**src/rtl/neg_pkg.sv**
```systemverilog
// Shared types for the lane negation unit.
// Assumes a maximum lane width of 64 bits built from 8-bit segments.
package neg_pkg;
    localparam int unsigned SEG_W      = 8;
    localparam int unsigned MAX_LANE_W = 64;
    localparam int unsigned SPAN_W     = $clog2(MAX_LANE_W / SEG_W);

    typedef struct packed {
        logic       undef;      // arrangement has no defined meaning
        logic       wide;       // full 128 bits active
        logic [1:0] lane_code;  // log2(lane width / 8)
    } arr_dec_t;
endpackage

```
**src/rtl/neg_arr_decode.sv**
```systemverilog
// Decodes the mode, size and Q fields into lane code, active width and the undefined flag.
// Assumes scalar mode allows only one 64-bit lane and ignores Q.
module neg_arr_decode
    import neg_pkg::*;
(
    input  logic       scalar_mode,
    input  logic [1:0] size_fld,
    input  logic       q_fld,
    output arr_dec_t   dec
);
    // Pure decode of the arrangement fields.
    always_comb begin
        dec.lane_code = size_fld;
        if (scalar_mode) begin
            dec.wide  = 1'b0;
            dec.undef = (size_fld != 2'b11);
        end else begin
            dec.wide  = q_fld;
            dec.undef = (size_fld == 2'b11) && !q_fld;
        end
    end
endmodule

```
**src/rtl/neg_lane_array.sv**
```systemverilog
// Segmented inverter-plus-one chain. A segment restarts the carry with 1 when it
// begins a lane, and otherwise takes the carry from the segment below.
// Assumes DATA_W is a multiple of MAX_LANE_W.
module neg_lane_array
    import neg_pkg::*;
#(
    parameter int unsigned DATA_W = 128
) (
    input  logic [DATA_W-1:0] operand,
    input  logic [1:0]        lane_code,
    output logic [DATA_W-1:0] negated
);
    localparam int unsigned NUM_SEG      = DATA_W / SEG_W;
    localparam int unsigned SEG_PER_LANE = MAX_LANE_W / SEG_W;

    logic [SPAN_W-1:0]  seg_mask;
    logic [NUM_SEG-1:0] cin;
    logic [NUM_SEG-1:0] cout;

    // Mask of segment-index bits that lie inside one lane.
    always_comb begin
        seg_mask = '0;
        for (int k = 0; k < SPAN_W; k++)
            if (k < int'(lane_code)) seg_mask[k] = 1'b1;
    end

    for (genvar i = 0; i < NUM_SEG; i++) begin : g_seg
        localparam logic [SPAN_W-1:0] POS = SPAN_W'(i % SEG_PER_LANE);
        if (i == 0) begin : g_first
            assign cin[i] = 1'b1;
        end else begin : g_rest
            assign cin[i] = ((POS & seg_mask) == '0) ? 1'b1 : cout[i-1];
        end
        if (i == NUM_SEG - 1) begin : g_top
            assign negated[i*SEG_W +: SEG_W] = ~operand[i*SEG_W +: SEG_W] + SEG_W'(cin[i]);
            assign cout[i] = 1'b0;
        end else begin : g_mid
            assign {cout[i], negated[i*SEG_W +: SEG_W]} =
                {1'b0, ~operand[i*SEG_W +: SEG_W]} + (SEG_W+1)'(cin[i]);
        end
    end
endmodule

```
**src/rtl/neg_out_mask.sv**
```systemverilog
// Clears the inactive upper half, or the whole word when the arrangement is illegal.
// Assumes DATA_W is even.
module neg_out_mask
    import neg_pkg::*;
#(
    parameter int unsigned DATA_W = 128
) (
    input  logic [DATA_W-1:0] negated,
    input  arr_dec_t          dec,
    output logic [DATA_W-1:0] masked
);
    localparam int unsigned HALF_W = DATA_W / 2;

    // Select full, lower-half or zero result.
    always_comb begin
        if (dec.undef)     masked = '0;
        else if (dec.wide) masked = negated;
        else               masked = {{HALF_W{1'b0}}, negated[HALF_W-1:0]};
    end
endmodule

```
**src/rtl/simd_lane_negate.sv**
```systemverilog
// Top: decode, partitioned negate, mask, then one register stage.
// Assumes a synchronous active-low reset. The registers load only on in_valid.
module simd_lane_negate
    import neg_pkg::*;
#(
    parameter int unsigned DATA_W = 128
) (
    input  logic              clk,
    input  logic              rst_n,
    input  logic              in_valid,
    input  logic              scalar_mode,
    input  logic [1:0]        size_fld,
    input  logic              q_fld,
    input  logic [DATA_W-1:0] operand,
    output logic              out_valid,
    output logic [DATA_W-1:0] result,
    output logic              undef
);
    arr_dec_t          dec;
    logic [DATA_W-1:0] negated;
    logic [DATA_W-1:0] masked;

    neg_arr_decode u_dec (
        .scalar_mode (scalar_mode),
        .size_fld    (size_fld),
        .q_fld       (q_fld),
        .dec         (dec)
    );

    neg_lane_array #(.DATA_W(DATA_W)) u_arr (
        .operand   (operand),
        .lane_code (dec.lane_code),
        .negated   (negated)
    );

    neg_out_mask #(.DATA_W(DATA_W)) u_mask (
        .negated (negated),
        .dec     (dec),
        .masked  (masked)
    );

    // Output stage: valid tracks in_valid, data loads only on a valid input.
    always_ff @(posedge clk) begin
        if (!rst_n) begin
            out_valid <= 1'b0;
            result    <= '0;
            undef     <= 1'b0;
        end else begin
            out_valid <= in_valid;
            if (in_valid) begin
                result <= masked;
                undef  <= dec.undef;
            end
        end
    end
endmodule

```
**config.mk**
```make
export PLATFORM = sky130hd
export DESIGN_NAME = simd_lane_negate
export DESIGN_NICKNAME = d
export VERILOG_FILES = /design/src/rtl/neg_pkg.sv /design/src/rtl/neg_arr_decode.sv /design/src/rtl/neg_lane_array.sv /design/src/rtl/neg_out_mask.sv /design/src/rtl/simd_lane_negate.sv
export SDC_FILE = /design/constraint.sdc
export NUM_CORES = 1
export LEC_CHECK = 0
export BUFFER_PORTS_ARGS = -buffer_cell sky130_fd_sc_hd__buf_2
export CAP_MARGIN = 25
export CORE_MARGIN = 2
export CORE_UTILIZATION = 30
export DETAILED_ROUTE_END_ITERATION = 12
export PLACE_DENSITY = 0.65
export SYNTH_ARGS = -nofsm -noshare
export SYNTH_HDL_FRONTEND = slang
export SYNTH_SLANG_ARGS = --single-unit
```
**constraint.sdc**
```tcl
create_clock -name clk -period 6.6 [get_ports clk]
set_input_delay 0.33 -clock clk [delete_from_list [all_inputs] [get_ports clk]]
set_output_delay 0.33 -clock clk [all_outputs]
set_load 0.03 [all_outputs]
```
==> results.toml <==
[run_status]
status = "complete, no violations"

[pwr]
p_comb_frac = 0.165
ir_drop_uv = 154
internal-power_mw = 1.67
leakagePower_nw = 4.34
seqPwrFrac = 0.366
p_per_area_mw_per_mm2 = 233
sw_frac_of_total = 0.267
pwr-share-clk = 0.468
p_sw_mw = 0.606

[hold_path]
hold_path_end = "result[53]"
hold_depth = 3
hold_class = "input pin to register"
min-delay-start = "operand[53]"

[critical_path]
worst-path-buf-inv = 1
ff2ff_path_depth = 2
r2r_start = "result[4]"
crit_slowest_cell = "nor4_4"
crit_fanout = 4
start_kind = "input pin"
worstPathArrival_ns = 6.82
timing.rr.end = "result[4]"
path_class = "input pin to register"
r2r_slack_ns = 5.81
critPathRequiredTime_ns = 6.90
cp_top_family = "adder cells"
critical_path.endpoint_type = "register"
max_stage_delay_ns = 0.29

[layout]
syn_to_final_growth_pct = 48.1
multiInputGateArea_mm2 = 0.00416
drive_above_1_share = 0.424
fill_cells = 2116
seqCellArea_mm2 = 0.00260
insertedDiodeCount = 0
final_area_mm2 = 0.00973
fin_nets = 1157

[run]
maxCapViolCount = 0

[drt]
vias_per_cell = 4.88
first_iter_violations = 216
drc = 0
antenna_left = 0
firstDrtPassIters = 4
vias = 6277
totalWireLength_mm = 21.3
wire_per_inst_um = 16.6

[sta]
tightest_slew_ns = 0.757
max_slew_margin = 0.496
fmax_ghz = 0.153
setup_viol = 0
drv_slew = 0
fin_skew_ns = 0
rsz0062_at_grt = "yes"
fin_crit_sh = 0.988
final.min_clock_period_ns = 6.52
hold_violations = 0
final.setup.tns_ns = 0

[synth]
netlist_area_mm2 = 0.00657
ys_ff_latch = 130
synth_top_flop_cell = "dfxtp_1"
synth_common_cells = "dfxtp_1, a22o_1, xnor2_1, and2_1, nor2b_1"
syn-num-nets = 845
synth_compound_gate_area_share = 0.194
async_reset_ff_frac = 0
synth_seq_area_share = 0.396
synth_area_leaders = "dfxtp_1, a22o_1, xnor2_1"
synth_edf_count = 0
postSynthAreaPerCell_um2 = 9.66
synth_mux_area_frac = 0
syn_inst = 680
post-synth-top-count-cell = "dfxtp_1"
synth_xor_area_frac = 0.115
synth_top_area_share = 0.396
synth_fa_ha_area_frac = 0.0571
yosys.area.top_type = "dfxtp_1"
synth_top_family_by_area = "simple AND/OR/NAND/NOR gates"
yosysUniqueCellTypes = 36
synthSimpleGateAreaFrac = 0.196
yosysWarnings = 0

[global_route]
globalRouteOverflowTotal = 0
grt_pass1_wl_mm = 32.7
grt_max_degree = 84
grt_pass1_vias = 6019
antenna_found_initial = 0
grt_usage = 0.176

[placed_design]
dpl.hpwl_mm = 15.1
port_buffers = 264
gp_congestion = 0.851
placed_area_mm2 = 0.00857

[floorplan]
dieHeight_um = 152
die_x_um = 152
die_area_mm2 = 0.0231
initial_core_util = 0.303
rows = 54
core_area_mm2 = 0.0217
io_pins = 265

[clock_network]
clock_tree.root_cell = "clkbuf_16"
ctsLongestPathBuffers = 2
clkSlewWorstSetupHoldPaths_ns = 0.06
htreeDepth = 4
cts_buffers = 17
cts_sinks = 130
cts_tree = "yes"
clk_latency_ns = 0.40
## how the worst max path moves through the flow
stage,end,slack (ns),depth (start not counted),startpoint
2_1_floorplan,result[124],-0.01,36,size_fld[1]
3_3_place_gp,result[124],-0.18,36,operand[68]
3_5_place_dp,result[124],-0.39,36,operand[68]
4_1_cts,result[124],0.02,36,operand[68]
5_1_grt,result[124],-0.35,36,operand[67]
6_report,result[124],0.08,36,operand[67]
## timing repair
item                       4_1_cts  5_1_grt
setup buffers                    0        9
hold buffers                     0        0
resized for setup                0       84
setup endpoints to repair        0       14
## layout by cell type (no fill, tap or decap), types with 13 or more instances in the layout
| master | n |
|---|---|
| xnor2_1 | 58 |
| a22o_1 | 86 |
| and2_1 | 47 |
| a22oi_1 | 32 |
| nor3b_1 | 23 |
| clkbuf_16 | 17 |
| nor2_1 | 19 |
| dfxtp_1 | 130 |
| ha_4 | 16 |
| xor2_1 | 28 |
| nor2b_1 | 36 |
| inv_1 | 33 |
| buf_2 | 262 |
| buf_4 | 64 |
| nand2_1 | 13 |
## registers in the layout, summed over array words and instances, names as in the netlist
register	flops
out_valid	1
undef	1
result	128
## metrics by stage
step | hold slack, ns | setup slack, ns | total power [mW] | cells | util
after CTS | 0.244 | 0.0225 | 2.27 | 1276 | 0.426
after detailed placement | 0.456 | -0.394 | 1.20 | 1244 | 0.395
after floorplan | 0.473 | -0.00964 | 1.05 | 680 | -
final | 0.267 | 0.0780 | 2.27 | 1285 | 0.449
after global placement | 0.458 | -0.177 | 1.20 | 1244 | 0.395
after global routing | 0.257 | -0.353 | 2.37 | 1285 | 0.449
## cell families after synthesis
| logic type | count (synthesis) |
|---|---|
| adder cells (fa/ha/maj) | 30 |
| buffers and inverters | 70 |
| AND/OR/NAND/NOR | 211 |
| AO/OA/AOI/OAI | 153 |
| XOR/XNOR | 86 |
| flip-flops | 130 |
## power groups by stage
stage	logic (mW)	clock network, mW	registers [mW]
2_1_floorplan	0.137	0	0.909
3_3_place_gp	0.350	0	0.848
3_5_place_dp	0.352	0	0.849
4_1_cts	0.353	1.09	0.832
5_1_grt	0.406	1.13	0.836
6_report	0.375	1.06	0.832
## routing by layer
layer / routed length [µm] / GRT usage / up-vias / part of all wire
met3: 1010 / 0.0416 / 29 / 0.047
met2: 10400 / 0.301 / 172 / 0.49
li1: - / - / 3070 / -
met4: 473 / 0.0610 / 0 / 0.022
met1: 9460 / 0.218 / 3006 / 0.44
met5: 0 / 0 / - / 0
## final cells by class
cell class	instances	area share
Multi-Input combinational cell	480	0.427
Clock inverter	12	0.0211
Tap cell	280	0.0360
Inverter	34	0.0131
Timing Repair Buffer	329	0.188
Clock buffer	20	0.0469
Sequential cell	130	0.268
## tightest hold or removal path: cells and delay by family
kind                      cells  cell delay, ns
AOI/OAI and AO/OA             1            0.11
xor gates and xnor gates      1            0.11
buffers and inverters         1            0.10
(Power assumes the default switching activity.)
